[src/rtl/sensor_cfg_pkg.sv]
package sensor_cfg_pkg;

    localparam int SPI_ADDR_W = 9;
    localparam int SPI_DATA_W = 16;
    localparam int FRAME_W    = SPI_ADDR_W + 1 + SPI_DATA_W;
    localparam int IDX_W      = 4;
    localparam int CMD_W      = 5;

    localparam int CMD_CFG = 0;
    localparam int CMD_UP  = 1;
    localparam int CMD_EN  = 2;
    localparam int CMD_DIS = 3;
    localparam int CMD_DN  = 4;

    typedef enum logic [2:0] {
        PH_CFG,
        PH_UP,
        PH_EN,
        PH_DIS,
        PH_DN
    } phase_t;

    typedef enum logic [2:0] {
        L_RESET,
        L_CFGD,
        L_PWR,
        L_STREAM,
        L_STOP
    } life_t;

endpackage

[src/rtl/cfg_cmd_check.sv]
module cfg_cmd_check
    import sensor_cfg_pkg::*;
(
    input  life_t                 life,
    input  logic [CMD_W-1:0]      cmd,
    output logic                  any_cmd,
    output logic                  legal,
    output phase_t                phase,
    output life_t                 life_nxt
);
    always_comb begin
        any_cmd  = |cmd;
        legal    = 1'b0;
        phase    = PH_CFG;
        life_nxt = life;
        if ($countones(cmd) == 1) begin
            case (life)
                L_RESET: if (cmd[CMD_CFG]) begin
                    legal = 1'b1; phase = PH_CFG; life_nxt = L_CFGD;
                end
                L_CFGD: if (cmd[CMD_UP]) begin
                    legal = 1'b1; phase = PH_UP; life_nxt = L_PWR;
                end
                L_PWR: if (cmd[CMD_EN]) begin
                    legal = 1'b1; phase = PH_EN; life_nxt = L_STREAM;
                end
                L_STREAM: if (cmd[CMD_DIS]) begin
                    legal = 1'b1; phase = PH_DIS; life_nxt = L_STOP;
                end
                L_STOP: begin
                    if (cmd[CMD_EN]) begin
                        legal = 1'b1; phase = PH_EN; life_nxt = L_STREAM;
                    end else if (cmd[CMD_DN]) begin
                        legal = 1'b1; phase = PH_DN; life_nxt = L_CFGD;
                    end
                end
                default: ;
            endcase
        end
    end
endmodule

[src/rtl/cfg_script_rom.sv]
module cfg_script_rom
    import sensor_cfg_pkg::*;
(
    input  phase_t                 phase,
    input  logic [IDX_W-1:0]       idx,
    input  logic                   zero_rot,
    input  logic                   res_4by3,
    input  logic                   depth_8,
    input  logic [SPI_DATA_W-1:0]  shadow,
    output logic [SPI_ADDR_W-1:0]  addr,
    output logic [SPI_DATA_W-1:0]  data,
    output logic                   last
);
    localparam int CFG_LEN = 14;
    localparam int UP_LEN  = 5;
    localparam logic [SPI_ADDR_W-1:0] CTRL_ADDR = SPI_ADDR_W'(192);

    function automatic logic [SPI_ADDR_W-1:0] up_addr(input logic [2:0] i);
        case (i)
            3'd0:    up_addr = SPI_ADDR_W'(32);
            3'd1:    up_addr = SPI_ADDR_W'(64);
            3'd2:    up_addr = SPI_ADDR_W'(40);
            3'd3:    up_addr = SPI_ADDR_W'(48);
            default: up_addr = SPI_ADDR_W'(112);
        endcase
    endfunction

    function automatic logic [SPI_DATA_W-1:0] up_data(input logic [2:0] i);
        case (i)
            3'd0:    up_data = 16'h2003;
            3'd1:    up_data = 16'h0001;
            3'd2:    up_data = 16'h0003;
            3'd3:    up_data = 16'h0001;
            default: up_data = 16'h0007;
        endcase
    endfunction

    logic [2:0] rev_idx;
    assign rev_idx = 3'(UP_LEN - 1) - idx[2:0];

    always_comb begin
        addr = '0;
        data = '0;
        last = 1'b1;
        case (phase)
            PH_CFG: begin
                last = (idx == IDX_W'(CFG_LEN - 1));
                case (idx)
                    4'd0:  begin addr = SPI_ADDR_W'(65);  data = 16'h008B; end
                    4'd1:  begin addr = SPI_ADDR_W'(66);  data = 16'h53C8; end
                    4'd2:  begin addr = SPI_ADDR_W'(67);  data = 16'h8848; end
                    4'd3:  begin addr = SPI_ADDR_W'(68);  data = 16'h0086; end
                    4'd4:  begin addr = SPI_ADDR_W'(128); data = 16'h4520; end
                    4'd5:  begin addr = SPI_ADDR_W'(204);
                                 data = zero_rot ? 16'h09E6 : 16'h09E5; end
                    4'd6:  begin addr = SPI_ADDR_W'(224); data = 16'h3E04; end
                    4'd7:  begin addr = SPI_ADDR_W'(225); data = 16'h6733; end
                    4'd8:  begin addr = SPI_ADDR_W'(129);
                                 data = depth_8 ? 16'h2000 : 16'h0000; end
                    4'd9:  begin addr = SPI_ADDR_W'(447); data = 16'h0BF1; end
                    4'd10: begin addr = SPI_ADDR_W'(448); data = 16'h0BC3; end
                    4'd11: begin addr = SPI_ADDR_W'(256); data = 16'h4708; end
                    4'd12: begin addr = SPI_ADDR_W'(257);
                                 data = res_4by3 ? 16'h0400 : 16'h0200; end
                    4'd13: begin addr = SPI_ADDR_W'(258);
                                 data = res_4by3 ? 16'h0FFF : 16'h11FF; end
                    default: last = 1'b1;
                endcase
            end
            PH_UP: begin
                addr = up_addr(idx[2:0]);
                data = up_data(idx[2:0]);
                last = (idx >= IDX_W'(UP_LEN - 1));
            end
            PH_DN: begin
                addr = up_addr(rev_idx);
                data = (idx == IDX_W'(UP_LEN - 1)) ? 16'h2002 : 16'h0000;
                last = (idx >= IDX_W'(UP_LEN - 1));
            end
            PH_EN: begin
                addr = CTRL_ADDR;
                data = zero_rot ? 16'h000D : 16'h0001;
            end
            PH_DIS: begin
                addr = CTRL_ADDR;
                data = shadow & ~SPI_DATA_W'(1);
            end
            default: ;
        endcase
    end
endmodule

[src/rtl/spi_frame_tx.sv]
module spi_frame_tx
    import sensor_cfg_pkg::*;
#(
    parameter int SCK_HALF = 2
) (
    input  logic               clk,
    input  logic               rst_n,
    input  logic               start,
    input  logic [FRAME_W-1:0] frame,
    output logic               fin,
    output logic               spi_csn,
    output logic               spi_sck,
    output logic               spi_mosi
);
    localparam int HC_W = (SCK_HALF > 1) ? $clog2(SCK_HALF) : 1;
    localparam int BC_W = $clog2(FRAME_W + 1);
    localparam logic [HC_W-1:0] HC_LAST = HC_W'(SCK_HALF - 1);
    localparam logic [BC_W-1:0] BC_LAST = BC_W'(FRAME_W - 1);

    typedef enum logic [1:0] {SX_IDLE, SX_LOW, SX_HIGH} sx_t;

    typedef struct packed {
        sx_t                st;
        logic [FRAME_W-1:0] sh;
        logic [HC_W-1:0]    cnt;
        logic [BC_W-1:0]    bits;
        logic               csn;
        logic               sck;
        logic               fin;
    } tx_t;

    tx_t tx_d, tx_q;

    always_comb begin
        tx_d     = tx_q;
        tx_d.fin = 1'b0;
        case (tx_q.st)
            SX_IDLE: if (start) begin
                tx_d.sh   = frame;
                tx_d.csn  = 1'b0;
                tx_d.cnt  = '0;
                tx_d.bits = '0;
                tx_d.st   = SX_LOW;
            end
            SX_LOW: begin
                if (tx_q.cnt == HC_LAST) begin
                    tx_d.cnt = '0;
                    tx_d.sck = 1'b1;
                    tx_d.st  = SX_HIGH;
                end else begin
                    tx_d.cnt = tx_q.cnt + 1'b1;
                end
            end
            SX_HIGH: begin
                if (tx_q.cnt == HC_LAST) begin
                    tx_d.cnt = '0;
                    tx_d.sck = 1'b0;
                    if (tx_q.bits == BC_LAST) begin
                        tx_d.csn = 1'b1;
                        tx_d.fin = 1'b1;
                        tx_d.st  = SX_IDLE;
                    end else begin
                        tx_d.bits = tx_q.bits + 1'b1;
                        tx_d.sh   = {tx_q.sh[FRAME_W-2:0], 1'b0};
                        tx_d.st   = SX_LOW;
                    end
                end else begin
                    tx_d.cnt = tx_q.cnt + 1'b1;
                end
            end
            default: tx_d.st = SX_IDLE;
        endcase
    end

    always_ff @(posedge clk) begin
        if (!rst_n) begin
            tx_q     <= '0;
            tx_q.st  <= SX_IDLE;
            tx_q.csn <= 1'b1;
        end else begin
            tx_q <= tx_d;
        end
    end

    assign fin      = tx_q.fin;
    assign spi_csn  = tx_q.csn;
    assign spi_sck  = tx_q.sck;
    assign spi_mosi = tx_q.sh[FRAME_W-1];
endmodule

[src/rtl/sensor_cfg_seq.sv]
module sensor_cfg_seq
    import sensor_cfg_pkg::*;
#(
    parameter int SCK_HALF = 2
) (
    input  logic clk,
    input  logic rst_n,
    input  logic cmd_cfg,
    input  logic cmd_pwr_up,
    input  logic cmd_enable,
    input  logic cmd_disable,
    input  logic cmd_pwr_dn,
    input  logic mode_zero_rot,
    input  logic mode_4by3,
    input  logic mode_8bit,
    output logic busy,
    output logic done,
    output logic err,
    output logic spi_csn,
    output logic spi_sck,
    output logic spi_mosi
);
    typedef struct packed {
        life_t                 life;
        logic                  busy;
        phase_t                phase;
        logic [IDX_W-1:0]      idx;
        logic                  zrot;
        logic                  r43;
        logic                  d8;
        logic [SPI_DATA_W-1:0] shadow;
        logic                  start;
        logic                  done;
        logic                  err;
    } ctl_t;

    ctl_t ctl_d, ctl_q;

    logic [CMD_W-1:0]      cmd_vec;
    logic                  any_cmd, legal;
    phase_t                cmd_phase;
    life_t                 life_nxt;
    logic [SPI_ADDR_W-1:0] rom_addr;
    logic [SPI_DATA_W-1:0] rom_data;
    logic                  rom_last;
    logic                  tx_fin;

    assign cmd_vec[CMD_CFG] = cmd_cfg;
    assign cmd_vec[CMD_UP]  = cmd_pwr_up;
    assign cmd_vec[CMD_EN]  = cmd_enable;
    assign cmd_vec[CMD_DIS] = cmd_disable;
    assign cmd_vec[CMD_DN]  = cmd_pwr_dn;

    cfg_cmd_check u_check (
        .life     (ctl_q.life),
        .cmd      (cmd_vec),
        .any_cmd  (any_cmd),
        .legal    (legal),
        .phase    (cmd_phase),
        .life_nxt (life_nxt)
    );

    cfg_script_rom u_rom (
        .phase    (ctl_q.phase),
        .idx      (ctl_q.idx),
        .zero_rot (ctl_q.zrot),
        .res_4by3 (ctl_q.r43),
        .depth_8  (ctl_q.d8),
        .shadow   (ctl_q.shadow),
        .addr     (rom_addr),
        .data     (rom_data),
        .last     (rom_last)
    );

    spi_frame_tx #(.SCK_HALF(SCK_HALF)) u_tx (
        .clk      (clk),
        .rst_n    (rst_n),
        .start    (ctl_q.start),
        .frame    ({rom_addr, 1'b1, rom_data}),
        .fin      (tx_fin),
        .spi_csn  (spi_csn),
        .spi_sck  (spi_sck),
        .spi_mosi (spi_mosi)
    );

    always_comb begin
        ctl_d       = ctl_q;
        ctl_d.start = 1'b0;
        ctl_d.done  = 1'b0;
        ctl_d.err   = 1'b0;
        if (!ctl_q.busy) begin
            if (any_cmd) begin
                if (legal) begin
                    ctl_d.busy  = 1'b1;
                    ctl_d.phase = cmd_phase;
                    ctl_d.idx   = '0;
                    ctl_d.zrot  = mode_zero_rot;
                    ctl_d.r43   = mode_4by3;
                    ctl_d.d8    = mode_8bit;
                    ctl_d.life  = life_nxt;
                    ctl_d.start = 1'b1;
                end else begin
                    ctl_d.err = 1'b1;
                end
            end
        end else if (tx_fin) begin
            if (rom_last) begin
                ctl_d.busy = 1'b0;
                ctl_d.done = 1'b1;
                if (ctl_q.phase == PH_EN || ctl_q.phase == PH_DIS) begin
                    ctl_d.shadow = rom_data;
                end
            end else begin
                ctl_d.idx   = ctl_q.idx + 1'b1;
                ctl_d.start = 1'b1;
            end
        end
    end

    always_ff @(posedge clk) begin
        if (!rst_n) begin
            ctl_q       <= '0;
            ctl_q.life  <= L_RESET;
            ctl_q.phase <= PH_CFG;
        end else begin
            ctl_q <= ctl_d;
        end
    end

    assign busy = ctl_q.busy;
    assign done = ctl_q.done;
    assign err  = ctl_q.err;
endmodule

[config.mk]
export PLATFORM = sky130hd
export DESIGN_NAME = sensor_cfg_seq
export DESIGN_NICKNAME = d
export VERILOG_FILES = /design/src/rtl/sensor_cfg_pkg.sv /design/src/rtl/cfg_cmd_check.sv /design/src/rtl/cfg_script_rom.sv /design/src/rtl/spi_frame_tx.sv /design/src/rtl/sensor_cfg_seq.sv
export SDC_FILE = /design/constraint.sdc
export NUM_CORES = 1
export LEC_CHECK = 0
export BUFFER_PORTS_ARGS = -buffer_cell sky130_fd_sc_hd__buf_2
export CORE_MARGIN = 1
export CORE_UTILIZATION = 40
export CTS_BUF_LIST = sky130_fd_sc_hd__clkbuf_4 sky130_fd_sc_hd__clkbuf_8
export CTS_CLUSTER_SIZE = 40
export DETAILED_ROUTE_END_ITERATION = 10
export GPL_TIMING_DRIVEN = 1
export PLACE_DENSITY_LB_ADDON = 0.1
export REMOVE_ABC_BUFFERS = 1
export SYNTH_ARGS = -nofsm -noshare
export SYNTH_HDL_FRONTEND = slang
export SYNTH_SLANG_ARGS = --single-unit
[constraint.sdc]
create_clock -name clk -period 2.6 [get_ports clk]
set_input_delay 0.13 -clock clk [delete_from_list [all_inputs] [get_ports clk]]
set_output_delay 0.13 -clock clk [all_outputs]
set_load 0.01 [all_outputs]
After elaboration in Yosys (flattened, before gate mapping)
Cells that the tools add are included.
Storage, ports and cells
  register bits: 70
  output and inout port bits: 6
Operators by class
  add/subtract/negate cells: 8
  $lt $le $gt $ge: 1
  equal/unequal tests: 43
  muxes and demuxes: 67
  bitwise logic cells: 3
  reduce and logical (&&, ||, !) cells: 31
Operators by type and width (number)
  $pmux W16 S14: 1
  $pmux W9 S14: 1
  $pmux W16 S5: 1
  $pmux W7 S4: 2
  $pmux W26 S2: 1
  $pmux W14 S3: 1
  $pmux W9 S4: 1
  $mux W35: 1
  $mux W11: 3
  $add A32 B1 Y32: 1
  $add A32 B32 Y32: 1
  $eq A32 B2 Y1 const B: 1
  $mux W14: 2
  $mux W28: 1
  $mux W3: 9
  $mux W26: 1
  $eq A3 B2 Y1 const B: 8
  $eq A4 B4 Y1 const B: 6
  $mux W1: 22
  $eq A4 B3 Y1 const B: 4
  $mux W4: 4
  $reduce_and A4 Y1: 4
  $pmux W3 S5: 1
  $reduce_and A3 Y1: 5
  other kinds (38): 71

Logic depth before layout (Yosys ltp)
  depth after elaboration: 8
  mapped depth: 11
  depth with buffers taken out: 10

Modules after synthesis
A second synthesis with hierarchy kept.
Second synthesis, totals
  cells, all modules: 548
  area total of the unflattened synthesis: 4490.6 sq um
By module, submodules not included
  spi_frame_tx: instances 1, cells each 186, area each 1879.3 sq um, seq. area each 740.7 sq um
  sensor_cfg_seq: instances 1, cells each 139, area each 1295.0 sq um, seq. area each 660.6 sq um
  cfg_script_rom: instances 1, cells each 174, area each 978.4 sq um, seq. area each 0.0 sq um
  cfg_cmd_check: instances 1, cells each 49, area each 337.8 sq um, seq. area each 0.0 sq um

Least setup slack after synthesis
No wires, ideal clock.
  path kind: input to register
  start: in cmd_enable
  end: reg ctl_q[28] (netlist name)
  arrival time: 2.389 ns
  required time: 2.529 ns
  setup slack: 0.140 ns
  cell stages on the path: 10
  path buffers: 0
  cells stage by stage: inv_1 > ha_1 > inv_1 > fa_1 > fa_1 > nand2_1 > nor2_1 > o2111ai_2 > or4_1 > a21oi_1
Between the ends
  cells in the longest elaborated chain, start to end: 6
  elaborated cells between the ends (all ways): 13
  classes of those cells: 3 x add/sub; 1 x eq/ne; 7 x mux; 2 x reduce/logical
Ends and longest elaborated chain
  from (decl): line sensor_cfg_seq.sv:10  | input logic cmd_enable,
  $add A1 B1 Y2 (not written as such): line cfg_cmd_check.sv:16  | if ($countones(cmd) == 1) begin
  $add A32 B32 Y32 (not written as such): line cfg_cmd_check.sv:16
  $add A32 B1 Y32 (not written as such): line cfg_cmd_check.sv:16
  $eq A32 B2 Y1: line cfg_cmd_check.sv:16
  $mux W1: line cfg_cmd_check.sv:16
  $reduce_and A3 Y1 (no source line)
Parallel ways exist; a longest one is shown, timed or not.
A chain may end at the register's enable or synchronous reset.

Final worst setup path
  start: reg ctl_q[22] in the netlist's numbering
  end: reg u_tx.tx_q[17] in the netlist's numbering
Between the ends
  cells in the longest elaborated chain, start to end: 5
  elaborated cells between the ends (all ways): 18
  classes of those cells: 13 x eq/ne; 4 x mux; 1 x reduce/logical
Ends and longest elaborated chain
  from (decl): line sensor_cfg_seq.sv:37  | ctl_t ctl_d, ctl_q;
  from (signal assigned): line sensor_cfg_seq.sv:126  | ctl_q <= ctl_d;
  $eq A4 B4 Y1, or another cell as far along: line cfg_script_rom.sv:48  | case (idx)
  $pmux W16 S14 *: line cfg_script_rom.sv:48
  $pmux W16 S5 *: line cfg_script_rom.sv:45  | case (phase)
  $mux W35 *: line spi_frame_tx.sv:38  | SX_IDLE: if (start) begin
  $pmux W26 S2 *: line spi_frame_tx.sv:37  | case (tx_q.st)
  to (signal assigned): line spi_frame_tx.sv:81  | tx_q <= tx_d;
  to (decl): line spi_frame_tx.sv:32  | tx_t tx_d, tx_q;
Mark *: on every way between the ends. The rest lies on a longest branch, timed or not. The select of a mux whose other input is x is not followed.

==> run_results.csv <==
group,metric,value,unit
timing,rsz0062_at_grt,"no",
timing,hold_viol,0,
timing,fin_crit_sh,89.8,%
floorplanning,num_rows,36,
power_and_ir_drop,switching_share,30.0,%
setup_path,critPathKind,"reg2reg",
setup_path,cp.depth,6,
timing,finalMaxSlewViolations,0,
yosys,synth_edf_count,0,
finish,multi_input_area,2480,um^2
yosys,async_reset_ff_share,0,%
clocking,clock-sinks,69,
finish,layout_commonest_cell,"dfxtp_1",
placement,port_buffers,15,
detailed_routing,drt_iter0_drc,281,
timing,max_slew_margin,51.1,%
power_and_ir_drop,p_switching,977,uW
detailed_routing,vias,3833,
clocking,cts_tree,"built",
flow_run,max-cap-violations,0,
clocking,clk_pin_slew,0.08,ns
setup_path,crit_slowest_cell,"o21ai_0",
floorplanning,ios,16,
placement,gp_congestion,0.961,
floorplanning,dieHeight,103,um
global_route,grt_pass1_wl,18800,um
floorplanning,die_area,10600,um^2
clocking,cts-htree-levels,3,
floorplanning,core_area,9860,um^2
finish,nNetsFinal,560,
power_and_ir_drop,clock_power_share,35.5,%
detailed_routing,drc_errors,0,
placement,dp.final_hpwl,8300,um
global_route,grt_pass1_vias,3718,
floorplanning,die_x,103,um
finish,fill_cells,996,
detailed_routing,routedWlPerCell,17.2,um
timing,hold_ws,0.0128,ns
finish,area_delta_synth_final,15.0,%
yosys,ys_types,66,
hold_path,min_path_type,"in2reg",
power_and_ir_drop,power_density,691,nW/um^2
setup_path,crit_chain,"inv_1 -> ha_1 -> o21ai_0 -> a31oi_1 -> a221o_1 -> a32o_1",
setup_path,path_buf_inv,1,
yosys,synthFlopType,"dfxtp_1",
setup_path,startpoint_type,"register",
hold_path,min_path_cells,3,
setup_path,path_delay_family,"compound AO/OA/AOI/OAI gates",
setup_path,crit_arrival,2.59,ns
setup_path,critPathMaxStageDelay,0.52,ns
setup_path,cp.required,2.85,ns
power_and_ir_drop,pwr-share-comb,25.0,%
yosys,synth-seq-cells,69,
global_route,grt-ovfl-total,0,
timing,fin_ws,0.264,ns
yosys,netlist_area,4100,um^2
global_route,grt_max_degree,36,
global_route,grtUsageTotal,23.4,%
power_and_ir_drop,p_total,3250,uW
finish,drive_gt1_share,14.6,%
timing,fmax,0.428,GHz
clocking,clk_latency,0.36,ns
global_route,antenna_found_initial,0,
timing,clock_skew,0.00913,ns
power_and_ir_drop,total_leakage_power,0.00183,uW
timing,setup_violations,0,
power_and_ir_drop,peakVddDrop,0.000458,V
clocking,cts_buffers,9,
floorplanning,start_util,41.5,%
setup_path,endpoint_kind,"register",
timing,min_period,2.34,ns
setup_path,worstPathMaxFanout,10,
detailed_routing,routed_via_density,5.75,
detailed_routing,drtPass1Iterations,5,
finish,diodes,0,
status,status,"finished, final reports clean",
yosys,ys_warn_count,0,
power_and_ir_drop,p_int,2280,uW
finish,most-common-layout-cells,"dfxtp_1, a21oi_1, nor2_1, o21ai_0, nand2_1",
global_route,met3_usage,4.03,%
yosys,synth_area_per_cell,8.08,um^2
global_route,grt_util_met1,32.2,%
yosys,synth_cells,507,
detailed_routing,ant_nets,0,
global_route,use_met2,35.8,%
detailed_routing,wl,11400,um
placement,pre_cts_slack,0.0324,ns
global_route,top_usage_layer,"met2",
clocking,root_buffer,"clkbuf_8",
setup_path,ff2ff_path_depth,6,
power_and_ir_drop,seq_power_share,39.5,%
timing,tightest_slew,0.730,ns
yosys,yosysSeqAreaShare,33.7,%
finish,seq_area,1380,um^2
clocking,clockBufferDepth,2,
## cell families after synthesis
kind of cell	Yosys count	share of synthesized area (%)
xor+xnor	3	0.642
compound gates	175	29.1
simple gates	164	20.1
buf+inv	61	5.77
flops	69	33.7
mux	14	3.79
fa+ha+maj	21	6.78
## final timing paths
path	startpoint	end	slack [ns]
setup / recovery	ctl_q[22]$_SDFFE_PN0P_	u_tx.tx_q[17]$_SDFFE_PN0P_	0.26
hold reg to reg	u_tx.tx_q[20]$_SDFFE_PN0P_	u_tx.tx_q[20]$_SDFFE_PN0P_	0.46
setup reg to reg	ctl_q[22]$_SDFFE_PN0P_	u_tx.tx_q[17]$_SDFFE_PN0P_	0.26
hold / removal	mode_8bit	ctl_q[19]$_SDFFE_PN0P_	0.01
## area by class of cell
cell class	instances	share of cell area [%]
multi-input combinational	377	52.6
clock buffer	9	2.63
timing repair buffer	47	7.01
inverter	25	1.99
clock inverter	7	2.92
tap	133	3.53
sequential	69	29.3
## power by group through the flow
stage               clock (uW)  combinational [uW]  sequential, uW
floorplan                    0                 529            1300
global placement             0                 795            1310
detailed placement           0                 814            1310
CTS                       1180                 819            1280
global route              1230                 908            1300
finish                    1160                 814            1280
## worst register-to-register path: stages (launching register included)
cell	delay (ns)
dfxtp_1	0.33
inv_1	0.12
ha_1	0.36
o21ai_0	0.52
a31oi_1	0.30
a221o_1	0.36
a32o_1	0.24
## cell usage after synthesis (all sizes together) (4+ instances only)
library cell,count,area (um^2)
nand2,36,135
or3,5,31.3
ha,19,238
a31oi,12,75.1
o22ai,5,31.3
o221ai,7,61.3
a21oi,48,244
nand2b,17,106
buf,4,22.5
inv,25,93.8
a32o,8,80.1
clkbuf,32,120
o21bai,4,30.0
o21ai,41,205
mux2i,11,110
nand3,9,45.0
nor3,14,70.1
nor2b,9,56.3
nor2,41,154
nor3b,4,30.0
and2,11,68.8
dfxtp,69,1380
a221oi,4,41.3
## per-stage QoR
stage / cells / TNS [ns] / utilization, % / instance area (um^2)
after floorplan: 471 / -11.01 / - / 3950
after global placement: 650 / 0 / 45.0 / 4440
after detailed placement: 650 / 0 / 45.0 / 4440
after CTS: 667 / 0 / 47.8 / 4710
after global routing: 667 / 0 / 47.8 / 4710
final: 667 / 0 / 47.8 / 4710
## routing by layer
layer	part of all wire, %	up-vias
met3	4.2	27
met5	0	-
met2	44	111
met4	2.8	0
met1	49	1802
li1	-	1893
## timing repair
action,in CTS,in global routing
buffers inserted,0,0
resized for setup,0,0
endpoints found under the hold margin,1,0
hold buffers,1,0
## flip-flops by register name, summed over array words and instances, names as in the netlist
| register | count |
|---|---|
| u_tx.spi_csn | 1 |
| busy | 1 |
| u_tx.spi_mosi | 1 |
| err | 1 |
| u_tx.fin | 1 |
| ctl_q | 29 |
| u_tx.tx_q | 33 |
| done | 1 |
| u_tx.spi_sck | 1 |
No activity file was read; power rests on OpenSTA's default activity.
